**config.mk**
```make
export PLATFORM = sky130hd
export DESIGN_NAME = rob_fwd_buffer
export DESIGN_NICKNAME = d
export VERILOG_FILES = /design/src/rtl/rob_fwd_pkg.sv /design/src/rtl/rob_slot_array.sv /design/src/rtl/rob_retire_ctrl.sv /design/src/rtl/rob_fwd_walker.sv /design/src/rtl/rob_fwd_buffer.sv
export SDC_FILE = /design/constraint.sdc
export NUM_CORES = 1
export LEC_CHECK = 0
export BUFFER_PORTS_ARGS = -buffer_cell sky130_fd_sc_hd__clkbuf_2
export CAP_MARGIN = 20
export CORE_MARGIN = 3
export CORE_UTILIZATION = 55
export DETAILED_ROUTE_END_ITERATION = 6
export PLACE_DENSITY = 0.77
export SYNTH_ARGS = -nofsm -noshare
export SYNTH_HDL_FRONTEND = slang
export SYNTH_SLANG_ARGS = --single-unit
export TNS_END_PERCENT = 10
```
**constraint.sdc**
```tcl
create_clock -name clk_i -period 2.9 [get_ports clk_i]
set_input_delay 0.145 -clock clk_i [delete_from_list [all_inputs] [get_ports clk_i]]
set_output_delay 0.145 -clock clk_i [all_outputs]
set_load 0.05 [all_outputs]
```
**src/rtl/rob_fwd_pkg.sv**
```systemverilog
package rob_fwd_pkg;
  typedef enum logic [1:0] {
    SLOT_FREE = 2'd0,
    SLOT_WAIT = 2'd1,
    SLOT_FULL = 2'd2
  } slot_state_e;
endpackage

```
**src/rtl/rob_slot_array.sv**
```systemverilog
module rob_slot_array
  import rob_fwd_pkg::*;
#(
  parameter int SLOTS  = 8,
  parameter int DATA_W = 32,
  parameter int REG_W  = 5,
  parameter int CNT_W  = 2,
  localparam int SLOT_W = (SLOTS > 1) ? $clog2(SLOTS) : 1
) (
  input  logic                               clk_i,
  input  logic                               rst_ni,
  input  logic                               alloc_valid_i,
  input  logic [SLOT_W-1:0]                  alloc_slot_i,
  input  logic                               res_valid_i,
  input  logic [SLOT_W-1:0]                  res_slot_i,
  input  logic [REG_W-1:0]                   res_reg_i,
  input  logic [DATA_W-1:0]                  res_data_i,
  input  logic                               retire_valid_i,
  input  logic [SLOT_W-1:0]                  retire_slot_i,
  input  logic [SLOTS-1:0][CNT_W-1:0]        claim_i,
  input  logic [SLOTS-1:0][CNT_W-1:0]        release_i,
  output slot_state_e [SLOTS-1:0]            state_o,
  output logic [SLOTS-1:0][REG_W-1:0]        reg_o,
  output logic [SLOTS-1:0][DATA_W-1:0]       data_o,
  output logic [SLOTS-1:0][CNT_W-1:0]        cnt_o
);

  for (genvar g = 0; g < SLOTS; g++) begin : g_slot
    slot_state_e       st_q;
    logic [REG_W-1:0]  reg_q;
    logic [DATA_W-1:0] data_q;
    logic [CNT_W-1:0]  cnt_q;
    logic              alloc_sel, res_sel, ret_sel;

    assign alloc_sel = alloc_valid_i && (alloc_slot_i == SLOT_W'(g));
    assign res_sel   = res_valid_i && (res_slot_i == SLOT_W'(g));
    assign ret_sel   = retire_valid_i && (retire_slot_i == SLOT_W'(g));

    always_ff @(posedge clk_i or negedge rst_ni) begin
      if (!rst_ni) begin
        st_q   <= SLOT_FREE;
        reg_q  <= '0;
        data_q <= '0;
        cnt_q  <= '0;
      end else begin
        cnt_q <= cnt_q + claim_i[g] - release_i[g];
        unique case (st_q)
          SLOT_FREE: if (alloc_sel) st_q <= SLOT_WAIT;
          SLOT_WAIT: if (res_sel) begin
            st_q   <= SLOT_FULL;
            reg_q  <= res_reg_i;
            data_q <= res_data_i;
          end
          SLOT_FULL: if (ret_sel) st_q <= SLOT_FREE;
          default:   st_q <= SLOT_FREE;
        endcase
      end
    end

    assign state_o[g] = st_q;
    assign reg_o[g]   = reg_q;
    assign data_o[g]  = data_q;
    assign cnt_o[g]   = cnt_q;
  end

endmodule

```
**src/rtl/rob_retire_ctrl.sv**
```systemverilog
module rob_retire_ctrl
  import rob_fwd_pkg::*;
#(
  parameter int SLOTS  = 8,
  parameter int DATA_W = 32,
  parameter int REG_W  = 5,
  parameter int CNT_W  = 2,
  localparam int SLOT_W = (SLOTS > 1) ? $clog2(SLOTS) : 1
) (
  input  logic                         clk_i,
  input  logic                         rst_ni,
  input  slot_state_e [SLOTS-1:0]      state_i,
  input  logic [SLOTS-1:0][REG_W-1:0]  reg_i,
  input  logic [SLOTS-1:0][DATA_W-1:0] data_i,
  input  logic [SLOTS-1:0][CNT_W-1:0]  cnt_i,
  input  logic [SLOTS-1:0][CNT_W-1:0]  claim_i,
  output logic                         retire_valid_o,
  output logic [SLOT_W-1:0]            retire_slot_o,
  output logic [REG_W-1:0]             wb_reg_o,
  output logic [DATA_W-1:0]            wb_data_o
);

  logic [SLOT_W-1:0] ptr_q;
  logic              blocked;

  // a claim taken in this very cycle also blocks retirement
  assign blocked        = (cnt_i[ptr_q] != '0) || (claim_i[ptr_q] != '0);
  assign retire_valid_o = (state_i[ptr_q] == SLOT_FULL) && !blocked;
  assign retire_slot_o  = ptr_q;
  assign wb_reg_o       = reg_i[ptr_q];
  assign wb_data_o      = data_i[ptr_q];

  always_ff @(posedge clk_i or negedge rst_ni) begin
    if (!rst_ni) begin
      ptr_q <= '0;
    end else if (retire_valid_o) begin
      ptr_q <= (ptr_q == SLOT_W'(SLOTS - 1)) ? '0 : ptr_q + SLOT_W'(1);
    end
  end

endmodule

```
**src/rtl/rob_fwd_walker.sv**
```systemverilog
module rob_fwd_walker
  import rob_fwd_pkg::*;
#(
  parameter int SLOTS  = 8,
  parameter int DATA_W = 32,
  parameter int LIST_N = 2,
  parameter int CNT_W  = 2,
  localparam int SLOT_W = (SLOTS > 1) ? $clog2(SLOTS) : 1,
  localparam int IDX_W  = (LIST_N > 1) ? $clog2(LIST_N) : 1
) (
  input  logic                             clk_i,
  input  logic                             rst_ni,
  input  logic                             req_valid_i,
  output logic                             req_ready_o,
  input  logic [LIST_N-1:0][SLOT_W-1:0]    req_slots_i,
  input  logic [LIST_N-1:0]                req_use_i,
  input  slot_state_e [SLOTS-1:0]          state_i,
  input  logic [SLOTS-1:0][DATA_W-1:0]     data_i,
  output logic                             rsp_valid_o,
  output logic                             rsp_hit_o,
  output logic [DATA_W-1:0]                rsp_data_o,
  output logic [SLOTS-1:0][CNT_W-1:0]      claim_o,
  output logic [SLOTS-1:0][CNT_W-1:0]      release_o
);

  logic                          busy_q;
  logic [IDX_W-1:0]              idx_q;
  logic [LIST_N-1:0][SLOT_W-1:0] slots_q;
  logic [LIST_N-1:0]             use_q;

  logic [SLOT_W-1:0] cur_slot;
  slot_state_e       cur_st;
  logic              cur_use, last, skip, hit, accept;

  assign accept      = req_valid_i && !busy_q;
  assign req_ready_o = !busy_q;

  assign cur_slot = slots_q[idx_q];
  assign cur_use  = use_q[idx_q];
  assign cur_st   = state_i[cur_slot];
  assign last     = (idx_q == IDX_W'(LIST_N - 1));
  assign skip     = !cur_use || (cur_st == SLOT_FREE);
  assign hit      = cur_use && (cur_st == SLOT_FULL);

  assign rsp_valid_o = busy_q && (hit || (skip && last));
  assign rsp_hit_o   = busy_q && hit;
  assign rsp_data_o  = (busy_q && hit) ? data_i[cur_slot] : '0;

  always_ff @(posedge clk_i or negedge rst_ni) begin
    if (!rst_ni) begin
      busy_q  <= 1'b0;
      idx_q   <= '0;
      slots_q <= '0;
      use_q   <= '0;
    end else if (accept) begin
      busy_q  <= 1'b1;
      idx_q   <= '0;
      slots_q <= req_slots_i;
      use_q   <= req_use_i;
    end else if (busy_q) begin
      if (rsp_valid_o) busy_q <= 1'b0;
      else if (skip)   idx_q  <= idx_q + IDX_W'(1);
    end
  end

  // claims taken on acceptance, all dropped on the response
  always_comb begin
    claim_o   = '0;
    release_o = '0;
    for (int s = 0; s < SLOTS; s++) begin
      for (int k = 0; k < LIST_N; k++) begin
        if (accept && req_use_i[k] && (req_slots_i[k] == SLOT_W'(s)))
          claim_o[s] = claim_o[s] + CNT_W'(1);
        if (rsp_valid_o && use_q[k] && (slots_q[k] == SLOT_W'(s)))
          release_o[s] = release_o[s] + CNT_W'(1);
      end
    end
  end

endmodule

```
**src/rtl/rob_fwd_buffer.sv**
```systemverilog
module rob_fwd_buffer
  import rob_fwd_pkg::*;
#(
  parameter int SLOTS  = 8,
  parameter int DATA_W = 32,
  parameter int REG_W  = 5,
  parameter int LIST_N = 2,
  localparam int SLOT_W = (SLOTS > 1) ? $clog2(SLOTS) : 1,
  localparam int CNT_W  = $clog2(LIST_N + 1)
) (
  input  logic                     clk_i,
  input  logic                     rst_ni,
  input  logic                     alloc_valid_i,
  input  logic [SLOT_W-1:0]        alloc_slot_i,
  input  logic                     res_valid_i,
  input  logic [SLOT_W-1:0]        res_slot_i,
  input  logic [REG_W-1:0]         res_reg_i,
  input  logic [DATA_W-1:0]        res_data_i,
  input  logic                     fwd_req_valid_i,
  output logic                     fwd_req_ready_o,
  input  logic [LIST_N*SLOT_W-1:0] fwd_req_slots_i,
  input  logic [LIST_N-1:0]        fwd_req_use_i,
  output logic                     fwd_rsp_valid_o,
  output logic                     fwd_rsp_hit_o,
  output logic [DATA_W-1:0]        fwd_rsp_data_o,
  output logic                     wb_valid_o,
  output logic [REG_W-1:0]         wb_reg_o,
  output logic [DATA_W-1:0]        wb_data_o,
  output logic                     free_valid_o,
  output logic [SLOT_W-1:0]        free_slot_o
);

  slot_state_e [SLOTS-1:0]      slot_state;
  logic [SLOTS-1:0][REG_W-1:0]  slot_reg;
  logic [SLOTS-1:0][DATA_W-1:0] slot_data;
  logic [SLOTS-1:0][CNT_W-1:0]  slot_cnt;
  logic [SLOTS-1:0][CNT_W-1:0]  claim_cnt;
  logic [SLOTS-1:0][CNT_W-1:0]  release_cnt;
  logic [LIST_N-1:0][SLOT_W-1:0] req_list;
  logic                         retire_valid;
  logic [SLOT_W-1:0]            retire_slot;

  assign req_list = fwd_req_slots_i;

  rob_slot_array #(
    .SLOTS(SLOTS), .DATA_W(DATA_W), .REG_W(REG_W), .CNT_W(CNT_W)
  ) u_array (
    .clk_i          (clk_i),
    .rst_ni         (rst_ni),
    .alloc_valid_i  (alloc_valid_i),
    .alloc_slot_i   (alloc_slot_i),
    .res_valid_i    (res_valid_i),
    .res_slot_i     (res_slot_i),
    .res_reg_i      (res_reg_i),
    .res_data_i     (res_data_i),
    .retire_valid_i (retire_valid),
    .retire_slot_i  (retire_slot),
    .claim_i        (claim_cnt),
    .release_i      (release_cnt),
    .state_o        (slot_state),
    .reg_o          (slot_reg),
    .data_o         (slot_data),
    .cnt_o          (slot_cnt)
  );

  rob_retire_ctrl #(
    .SLOTS(SLOTS), .DATA_W(DATA_W), .REG_W(REG_W), .CNT_W(CNT_W)
  ) u_retire (
    .clk_i          (clk_i),
    .rst_ni         (rst_ni),
    .state_i        (slot_state),
    .reg_i          (slot_reg),
    .data_i         (slot_data),
    .cnt_i          (slot_cnt),
    .claim_i        (claim_cnt),
    .retire_valid_o (retire_valid),
    .retire_slot_o  (retire_slot),
    .wb_reg_o       (wb_reg_o),
    .wb_data_o      (wb_data_o)
  );

  rob_fwd_walker #(
    .SLOTS(SLOTS), .DATA_W(DATA_W), .LIST_N(LIST_N), .CNT_W(CNT_W)
  ) u_walker (
    .clk_i       (clk_i),
    .rst_ni      (rst_ni),
    .req_valid_i (fwd_req_valid_i),
    .req_ready_o (fwd_req_ready_o),
    .req_slots_i (req_list),
    .req_use_i   (fwd_req_use_i),
    .state_i     (slot_state),
    .data_i      (slot_data),
    .rsp_valid_o (fwd_rsp_valid_o),
    .rsp_hit_o   (fwd_rsp_hit_o),
    .rsp_data_o  (fwd_rsp_data_o),
    .claim_o     (claim_cnt),
    .release_o   (release_cnt)
  );

  assign wb_valid_o   = retire_valid;
  assign free_valid_o = retire_valid;
  assign free_slot_o  = retire_slot;

endmodule

```
Yosys cells after proc, flatten, opt, wreduce, memory -nomap -nowiden. Index checks and enable logic that the tools add are counted.

Flip-flop bits (word level): 341. Word-level logic and storage cells: 367.

Eq/ne operators: 92. Mux-type cells: 91. Magnitude comparators: 3. Add/sub/neg operators: 34. Reduce and logical (&&, ||, !) cells: 109.

Operator list (number): binary-select mux 32 bit (select 3 bit) (2); 2-to-1 mux 32 bit (3); 2-to-1 mux 2 bit (44); equality test 3 bit, second input constant (28); logical AND 1 bit (66); != test 2 x 1 -> 1 bit, second input constant (24); case mux 2 bit (3 select lines) (8); equality test 3 x 2 -> 1 bit, second input constant (14); adder 1 x 1 -> 2 bit, second input constant (16); AND reduction 3 bit (9); 2-to-1 mux 1 bit (25); binary-select mux 2 bit (select 3 bit) (4); equality test 3 x 1 -> 1 bit, second input constant (7); logical NOT 3 bit (7); equality test 2 bit, second input constant (10); logical NOT 2 bit (9); adder 2 bit (8); equality test 2 x 1 -> 1 bit, second input constant (8); AND reduction 2 bit (8); subtractor 2 bit (8); binary-select mux 5 bit (select 3 bit) (1); 2-to-1 mux 3 bit (3); < comparator 3 x 4 -> 1 bit, second input constant (2); nonzero test 2 bit (4); other kinds (7) (11).

Longest topological paths before layout. Gate-level depths: netlist (run 1).

Depth in word-level cells: 16. Gate-level depth with buffers: 16. Mapped depth without buffers: 13.

Modules after synthesis. From an unflattened synthesis (run 1), not the netlist that was laid out.

Cell total of the unflattened synthesis: 1692. Area total of the unflattened synthesis: 19085.8 sq um.

By module, submodules not included: rob_slot_array (cells each 794, instances 1, area an instance 12802.3 sq um, sequential area each 8207.9 sq um); rob_fwd_walker (cells each 724, instances 1, area an instance 3751.1 sq um, sequential area each 250.2 sq um); rob_retire_ctrl (cells each 173, instances 1, area an instance 2524.9 sq um, sequential area each 75.1 sq um); rob_fwd_buffer (cells each 1, instances 1, area an instance 7.5 sq um, sequential area each 0.0 sq um).

Least setup slack after synthesis (run 1). Ideal clock, no wire load.

Kind: register -> register. Start: register u_walker.busy_q. End: register u_retire.ptr_q[1], in the netlist u_retire.retire_slot_o[1]. Path buffers: 2. Data required time: 2772 ps. Cell stages (with the launch flop): 13. Path slack: -642 ps. Arrival time: 3414 ps. Setup time: 128 ps. Period minus slack after synthesis: 3542 ps. Path through: dfrtp_1 -> nor2b_1 -> clkbuf_1 -> clkbuf_1 -> nand3_1 -> nor2_1 -> ha_1 -> or4_1 -> or3_1 -> o311ai_1 -> o211ai_1 -> nand2_1 -> mux2_1.

Word-level cells in the longest chain between the ends: 13.

Ends and longest elaborated chain: start: declaration (line rob_fwd_walker.sv:26) `logic busy_q;`; start signal: assignment (line rob_fwd_walker.sv:51) `busy_q <= 1'b0;`; start signal: assignment (line rob_fwd_walker.sv:56) `busy_q <= 1'b1;`; start signal: assignment (line rob_fwd_walker.sv:61) `if (rsp_valid_o) busy_q <= 1'b0;`; logical NOT 1 bit * (line rob_fwd_walker.sv:35) `assign accept = req_valid_i && !busy_q;`; logical AND 1 bit * (line rob_fwd_walker.sv:35); logical AND 1 bit (2 in a row) (line rob_fwd_walker.sv:72) `if (accept && req_use_i[k] && (req_slots_i[k] == SLOT_W'(s)))`; 2-to-1 mux 1 bit (line rob_fwd_walker.sv:72); adder 1 x 1 -> 2 bit (line rob_fwd_walker.sv:73) `claim_o[s] = claim_o[s] + CNT_W'(1);`; 2-to-1 mux 2 bit (line rob_fwd_walker.sv:72); binary-select mux 2 bit (select 3 bit) * (line rob_retire_ctrl.sv:27) `assign blocked = (cnt_i[ptr_q] != '0) || (claim_i[ptr_q] != '0);`; 2-to-1 mux 2 bit (implied by the code) * (line rob_retire_ctrl.sv:27); nonzero test 2 bit * (line rob_retire_ctrl.sv:27); logical OR 1 bit * (line rob_retire_ctrl.sv:27); logical NOT 1 bit * (line rob_retire_ctrl.sv:28) `assign retire_valid_o = (state_i[ptr_q] == SLOT_FULL) && !blocked;`; logical AND 1 bit * (line rob_retire_ctrl.sv:28); via free_valid_o (line rob_fwd_buffer.sv:29) `output logic free_valid_o,`; end signal: assignment (line rob_retire_ctrl.sv:37) `ptr_q <= (ptr_q == SLOT_W'(SLOTS - 1)) ? '0 : ptr_q + SLOT_W'(1);`; end: declaration (line rob_retire_ctrl.sv:23) `logic [SLOT_W-1:0] ptr_q;`.

Mark *: on every way through the listed nets, which the timed path passes. The rest lies on a longest branch. The select of a mux whose other input is x is not followed. A chain may end at the register's enable or synchronous reset.

Final worst setup path (run 1).
Start: register u_walker.idx_q. End: register u_array.g_slot[6].cnt_q[1].

Word-level cells in the longest chain between the ends: 15.

Ends and longest elaborated chain: start: declaration (line rob_fwd_walker.sv:27) `logic [IDX_W-1:0] idx_q;`; start signal: assignment (line rob_fwd_walker.sv:62) `else if (skip) idx_q <= idx_q + IDX_W'(1);`; 2-to-1 mux 3 bit (implied by the code) (2 in a row) (line rob_fwd_walker.sv:38) `assign cur_slot = slots_q[idx_q];`; binary-select mux 2 bit (select 3 bit) (line rob_fwd_walker.sv:40) `assign cur_st = state_i[cur_slot];`; 2-to-1 mux 2 bit (implied by the code) (line rob_fwd_walker.sv:40); logical NOT 2 bit (line rob_fwd_walker.sv:42) `assign skip = !cur_use || (cur_st == SLOT_FREE);`; logical OR 1 bit (line rob_fwd_walker.sv:42); logical AND 1 bit (line rob_fwd_walker.sv:45) `assign rsp_valid_o = busy_q && (hit || (skip && last));`; logical OR 1 bit * (line rob_fwd_walker.sv:45); logical AND 1 bit * (line rob_fwd_walker.sv:45); logical AND 1 bit (2 in a row) (line rob_fwd_walker.sv:74) `if (rsp_valid_o && use_q[k] && (slots_q[k] == SLOT_W'(s)))`; 2-to-1 mux 1 bit (line rob_fwd_walker.sv:74); adder 1 x 1 -> 2 bit (line rob_fwd_walker.sv:75) `release_o[s] = release_o[s] + CNT_W'(1);`; 2-to-1 mux 2 bit * (line rob_fwd_walker.sv:74); subtractor 2 bit * (line rob_slot_array.sv:46) `cnt_q <= cnt_q + claim_i[g] - release_i[g];`; end signal: assignment (line rob_slot_array.sv:46); end: declaration (line rob_slot_array.sv:32) `logic [CNT_W-1:0] cnt_q;`.

Every way passes the cells marked *; elsewhere a longest branch is shown, timed or not. The select of a mux whose other input is x is not followed.

==> key figures, run 1 <==
Status
  – Status: complete, but fails checks
  – Failing checks: design-rule violations, negative setup slack

Synthesis
  – Area share of fa/ha/maj cells after synthesis: 0.0253
  – Compound-Gate Fraction of Synth Area: 0.0652
  – Cells after Synth: ~1700
  – Largest family of logic cells by synthesized area: multiplexers
  – Post-synth cell types: 57
  – Multiplexer share of the synthesized area: 0.273
  – Syn avg cell area: ~11 sq um
  – EDFF count, synth: 0
  – #FFs+latches synth: ~340
  – Sequential area share after synthesis: 0.454
  – Post-Synth Simple-Gate Area: 0.133
  – Asr flop ratio synth: 1.00
  – Yosys warning total: 0
  – Syn Nets: about 1800
  – XOR/XNOR share of the synthesized area: 0.0149
  – Synth Flop Type: dfrtp_1
  – Mapped Area: 18800 sq um

Detailed routing
  – Avg WL per Cell: ~23 microns
  – Routed WL: between 50000 and 60000 microns
  – DRT iter0 DRCs: between 1500 and 2000
  – Via-to-Cell Ratio: between 6 and 7
  – Drc violations: 1
  – First-pass DRT Iterations: 7
  – Routed vias: 14932
  – ANT nets after route: 0

Hold path
  – Min-delay src: fwd_req_use_i[0]
  – Worst Hold Depth: 4
  – Worst Hold End: u_walker.use_q[0]
  – Hold WC Path Type: in -> reg

STA
  – Final setup fails: 57
  – Fin Clk Skew: between 15 and 20 ps
  – Worst-margin pin slew: ~750 ps
  – Tmin final: about 3400 ps
  – Slew HR: 0.500
  – Max-slew violation count: 0
  – Worst hold slack: 45.5 ps
  – Setup WS post-layout: -533 ps
  – Setup Total Neg Slack: -12070 ps
  – RSZ-0062 raised after global routing: yes
  – Fmax: ~300 MHz
  – Endpoints failing hold: 0
  – Part of the cycle the worst path needs: 1.18

Placed design
  – Count of input and output buffers: ~130
  – Placed Instances: ~2200
  – Final HPWL DP: approximately 30000 microns
  – GP Congestion: 0.937

Worst setup path
  – Crit path kind: reg -> reg
  – Critical path peak fanout: 15
  – Critical Path RT: between 3000 and 4000 ps
  – RR Startpoint: u_walker.idx_q
  – Depth of the most critical reg-to-reg path: 15
  – Worst EP arrival: approximately 3800 ps
  – Critical Path End Type: flop
  – Worst r2r dst: u_array.g_slot[6].cnt_q[1]
  – R2R setup slack: -530 ps
  – Startpoint type of the worst setup path: flop

Pwr
  – Sw Share: 0.436
  – Comb pwr share: 0.535
  – Power Density: 1160 nW/um^2
  – Clk pwr share: 0.169
  – Sequential power share: 0.295
  – P_int: roughly 15000 uW
  – Max VDD drop: roughly 0.0011 V
  – P_leak: roughly 0.011 uW
  – Switching power: approximately 12000 uW

Clocking
  – Clk Latency, worst-skew pair: between 500 and 600 ps
  – CTS tree: yes
  – CTS Buffer Depth: 3
  – Clock Sinks: between 300 and 400
  – Clock root buffer: clkbuf_16
  – Inserted Clock Buffers: 37
  – H-tree depth: 2
  – Clk slew on worst S/H paths: around 60 ps

Global routing
  – Largest net degree at the start of global routing: 97
  – Antenna violations before repair: 1
  – Overflow after GRT: 0
  – First-pass GRT wire length: 84300 microns
  – Vias in the first global route: 15484
  – GRT Util Overall: 0.294

Cells and area
  – Finished Layout Cells: 2362
  – Antenna diode count: 0
  – # nets final: about 2000
  – Share of cells above drive strength 1: 0.402
  – Synth-to-layout area growth: 24.3%

Floorplan
  – Initial Util: 0.559
  – # IOs: ~130
  – Site row count: 67
  – Die Span Y: 191 microns
  – Die W: approximately 190 microns
  – Area of the core: roughly 34000 sq um
  – Total Die Area: 36400 sq um

Job
  – # Max-Cap Violations: 0
-- repair_timing --
action                     4_1_cts  5_1_grt
gates cloned                     4        0
hold buffers                    46        0
gates resized for setup         85       31
setup endpoints to repair       58       81
hold endpoints to repair       363        0
buffers inserted                13        1
pin swaps                       14        4
-- layout make-up --
cell class | count | area [sq um]
clock buffers | 58 | 1150
repair buffers | 288 | 2850
clock inverters | 6 | 41.3
fillers | 2277 | 10300
multi-input cells | 1191 | 10100
well taps | 448 | 561
inverters | 30 | 113
flip-flops and latches | 341 | 8550
-- metrics by stage --
step	power (uW)	cell area, sq um	util	setup WS (ps)
after floorplan	17000	18900	-	-188
final	27100	23400	0.695	-533
after detailed placement	21100	21000	0.626	-519
after global routing	28500	23400	0.695	-697
after global placement	20600	21000	0.626	-369
after CTS	26800	23200	0.691	-437
-- flip-flops by register name (all words and copies together) (netlist names) --
signal                  count
u_walker.use_q              2
u_walker.busy_q             1
u_array.g_slot.st_q        16
u_array.g_slot.cnt_q       16
u_array.g_slot.reg_q       40
u_retire.retire_slot_o      3
u_walker.idx_q              1
u_array.g_slot.data_q     256
u_walker.slots_q            6
-- power by group through the flow --
stage	Combinational, uW	Sequential [uW]	Clock [uW]
final	14500	8010	4590
after global placement	12800	7790	0
after global routing	15500	8200	4860
after detailed placement	13100	7940	0
after floorplan	9490	7550	0
after CTS	14200	7910	4670
-- per-layer routing --
metal / track usage / routed length [microns]
met5: 0 / 7
met4: 0.0937 / 1550
met3: 0.0491 / 4560
met2: 0.492 / 26500
met1: 0.396 / 21300
-- worst max-delay path by stage --
stage	start	end	slack [ps]	cells after the start
finish	u_walker.idx_q	u_array.g_slot[6].cnt_q[1]	-530	15
global route	u_walker.idx_q	u_array.g_slot[6].cnt_q[1]	-700	15
CTS	u_walker.busy_q	wb_valid_o	-440	12
detailed placement	u_walker.idx_q	u_array.g_slot[7].cnt_q[1]	-520	15
global placement	u_walker.idx_q	u_array.g_slot[5].cnt_q[1]	-370	15
floorplan	u_walker.idx_q	u_array.g_slot[7].cnt_q[1]	-190	15
-- synth_stat cells (all sizes together), types with 3 or more instances --
| master | count | area, sq um |
|---|---|---|
| o211ai | 3 | 22.5 |
| mux4 | 75 | 1690 |
| mux2 | 302 | 3400 |
| nand4 | 3 | 25.0 |
| a211oi | 46 | 345 |
| nand3 | 74 | 370 |
| or4 | 3 | 22.5 |
| or3 | 4 | 25.0 |
| nand2 | 333 | 1250 |
| nor4 | 5 | 31.3 |
| nor2 | 63 | 236 |
| xnor2 | 32 | 280 |
| o311ai | 3 | 26.3 |
| clkbuf | 70 | 263 |
| a21oi | 15 | 86.3 |
| nor2b | 10 | 62.6 |
| nor3b | 3 | 22.5 |
| buf | 51 | 264 |
| dfrtp | 341 | 8530 |
| a311oi | 34 | 304 |
| nor3 | 11 | 55.1 |
| ha | 38 | 475 |
| nand2b | 18 | 113 |
| o22ai | 3 | 18.8 |
| inv | 30 | 113 |
| o21ai | 18 | 93.8 |
| a2111oi | 4 | 40.0 |
| mux2i | 3 | 42.5 |
| and2 | 32 | 200 |
| a31oi | 33 | 206 |
-- kinds of logic (layout without fill, tap and decap cells) --
logic type,Yosys count,after routing
compound gates,169,170
mux,380,380
buf+inv,151,382
simple gates,571,571
flops,341,341
xor+xnor,32,32
fa+ha+maj,38,38
-- cells in the final DEF, fill, tap and decap left out, types with 12 or more instances in the layout --
| master | count |
|---|---|
| a211oi_1 | 38 |
| a21oi_1 | 13 |
| a311oi_1 | 31 |
| a31oi_1 | 31 |
| and2_1 | 32 |
| buf_12 | 48 |
| buf_4 | 79 |
| clkbuf_16 | 40 |
| clkbuf_2 | 90 |
| clkbuf_8 | 12 |
| dfrtp_1 | 334 |
| dlygate4sd3_1 | 46 |
| ha_1 | 33 |
| inv_1 | 28 |
| mux2_2 | 300 |
| mux4_2 | 75 |
| nand2_1 | 330 |
| nand2b_1 | 18 |
| nand3_1 | 72 |
| nor2_1 | 43 |
| nor2_2 | 16 |
| xnor2_1 | 25 |
-- critical path, cell delays in order, from the launching register on --
cell and delay [ps]:
dfrtp_1 390, buf_12 160, nand2b_1 210, o22ai_2 250, a221oi_1 130, o21ai_2 260, nand4_4 230, buf_6 220
a211oi_1 250, ha_1 280, ha_1 280, inv_1 40, ha_2 170, xnor2_2 130, xnor2_1 190, xnor2_1 90
Note: power is estimated with default switching activity, not from simulation.
==> run 2, diff against run 1 <==
Settings changed: CTS_BUF_LIST set to sky130_fd_sc_hd__clkbuf_8 sky130_fd_sc_hd__clkbuf_16, RECOVER_POWER set to 100.
==> key figures, run 2 (synthesized netlist as in run 1, its figures left out) <==
Placed design
  – GP Congestion: between 0.9 and 1
  – Count of input and output buffers: 132
  – Final HPWL DP: slightly above 30000 microns
  – Placed Instances: 2235
  – Setup Slack @ Placement: -519 ps
  – DP Area: roughly 21000 sq um

Global routing
  – Vias in the first global route: roughly 15000
  – GRT Util Overall: 0.294
  – First-pass GRT wire length: between 80000 and 90000 microns
  – Overflow after GRT: 0
  – Antenna violations before repair: 1
  – Largest net degree at the start of global routing: 97

Cells and area
  – Share of cells above drive strength 1: 0.392
  – Most frequent cells in the layout: dfrtp_1, nand2_1, mux2_2
  – Largest register FFs: 256
  – Finished Layout Cells: around 2400
  – Synth-to-layout area growth: 23.2%
  – # nets final: slightly below 2000
  – Leading cell type in the layout, fill and taps excluded: dfrtp_1
  – Finished Cell Area: about 23000 sq um
  – Antenna diode count: 0
  – Largest Register: u_array.g_slot.data_q
  – Biggest regs: u_array.g_slot.data_q (256), u_array.g_slot.reg_q (40)

Detailed routing
  – DRT iter0 DRCs: about 1600
  – Routed WL: between 50000 and 60000 microns
  – First-pass DRT Iterations: 6
  – Drc violations: 0
  – Routed vias: about 15000
  – Avg WL per Cell: 22.8 microns
  – Via-to-Cell Ratio: roughly 6.3
  – ANT nets after route: 0

Status
  – Failing checks: max-capacitance violations, max-slew violations, negative setup slack
  – Status: complete, but fails checks

STA
  – Final setup fails: 62
  – Tmin final: between 3000 and 4000 ps
  – Slew HR: -0.430
  – Fmax: around 290 MHz
  – Worst hold slack: ~44 ps
  – RSZ-0062 raised after global routing: yes
  – Endpoints failing hold: 0
  – Part of the cycle the worst path needs: 1.18
  – Fin Clk Skew: about 15 ps
  – Setup WS post-layout: -530 ps
  – Worst-margin pin slew: about 2100 ps
  – Max-slew violation count: 81

Clocking
  – Inserted Clock Buffers: 37
  – Clk Latency, worst-skew pair: 520 ps
  – CTS tree: yes
  – Clk slew on worst S/H paths: 60 ps
  – Clock Sinks: roughly 340
  – H-tree depth: 2
  – Clock root buffer: clkbuf_16
  – CTS Buffer Depth: 3

Floorplan
  – Area of the core: 33600 sq um
  – Die Span Y: 191 microns
  – Die W: between 150 and 200 microns
  – Site row count: 67
  – Total Die Area: approximately 36000 sq um
  – # IOs: 133
  – Initial Util: 0.559

Pwr
  – Clk pwr share: 0.169
  – P_int: around 15000 uW
  – Max VDD drop: approximately 0.0011 V
  – Power Density: 1170 nW/um^2
  – Sequential power share: 0.296
  – P_leak: between 0.01 and 0.015 uW
  – Switching power: ~12000 uW
  – Overall Power: roughly 27000 uW
  – Sw Share: 0.438
  – Comb pwr share: 0.535

Hold path
  – Hold WC Path Type: in -> reg
  – Worst Hold Depth: 4
  – Worst Hold End: u_walker.use_q[0]
  – Min-delay src: fwd_req_use_i[0]

Worst setup path
  – Critical path peak fanout: 15
  – RR Startpoint: u_walker.idx_q
  – Startpoint type of the worst setup path: flop
  – Critical Path End Type: flop
  – Worst EP arrival: around 3800 ps
  – Crit path kind: reg -> reg
  – R2R setup slack: -530 ps
  – Depth of the most critical reg-to-reg path: 15
  – Critical Path RT: 3290 ps
  – Worst r2r dst: u_array.g_slot[6].cnt_q[1]

Job
  – # Max-Cap Violations: 1
[run 2: cell count changes in the layout (fill, tap and decap cells not counted), sizes merged]
cell	delta
inv	+8
clkbuf	+20
buf	-28
[run 2: final cells by class]
class / count / area (sq um)
fill: 2313 / 10500
multi-input combinational: 1191 / 10100
sequential: 341 / 8550
timing repair buffer: 288 / 2670
clock buffer: 50 / 1120
tap: 448 / 561
inverter: 30 / 113
clock inverter: 14 / 71.3
[run 2: timing repair]
item	in CTS	in global routing
pin swaps	14	4
hold buffers	46	0
resized for setup	85	31
endpoints found under the setup margin	58	81
endpoints found under the hold margin	363	0
cloned	4	0
buffers inserted	13	1
[run 2: worst max path at each step]
stage / end / cells after the start / start
2_1_floorplan: u_array.g_slot[7].cnt_q[1] / 15 / u_walker.idx_q
3_3_place_gp: u_array.g_slot[5].cnt_q[1] / 15 / u_walker.idx_q
3_5_place_dp: u_array.g_slot[7].cnt_q[1] / 15 / u_walker.idx_q
4_1_cts: wb_valid_o / 12 / u_walker.busy_q
5_1_grt: u_array.g_slot[6].cnt_q[1] / 15 / u_walker.idx_q
6_report: u_array.g_slot[6].cnt_q[1] / 15 / u_walker.idx_q
[run 2: metrics by stage]
stage / util / TNS [ps]
2_1_floorplan: - / -1770
3_3_place_gp: 0.626 / -4890
3_5_place_dp: 0.626 / -6080
4_1_cts: 0.691 / -8500
5_1_grt: 0.689 / -58570
6_report: 0.689 / -12680
[run 2: power groups by stage]
stage / combinational (uW) / clock, uW / sequential (uW)
finish: 14500 / 4570 / 8010
global route: 15400 / 4830 / 8190
CTS: 14200 / 4640 / 7910
detailed placement: 13100 / 0 / 7940
global placement: 12800 / 0 / 7790
floorplan: 9490 / 0 / 7550
[run 2: layer usage]
layer  vias up  GRT usage  wire [microns]
li1       6465          -               -
met3       142     0.0491            4490
met1      7602      0.396           21200
met5         -          0               7
met4         2     0.0937            1540
met2       781      0.492           26700
[run 2: critical path, stage by stage, from the launching register on]
cell and delay (ps):
dfrtp_1 390, buf_12 160, nand2b_1 210, o22ai_2 240, a221oi_1 130, o21ai_2 260, nand4_4 230, buf_6 220
a211oi_1 250, ha_1 280, ha_1 280, inv_1 40, ha_2 170, xnor2_2 130, xnor2_1 200, xnor2_1 100
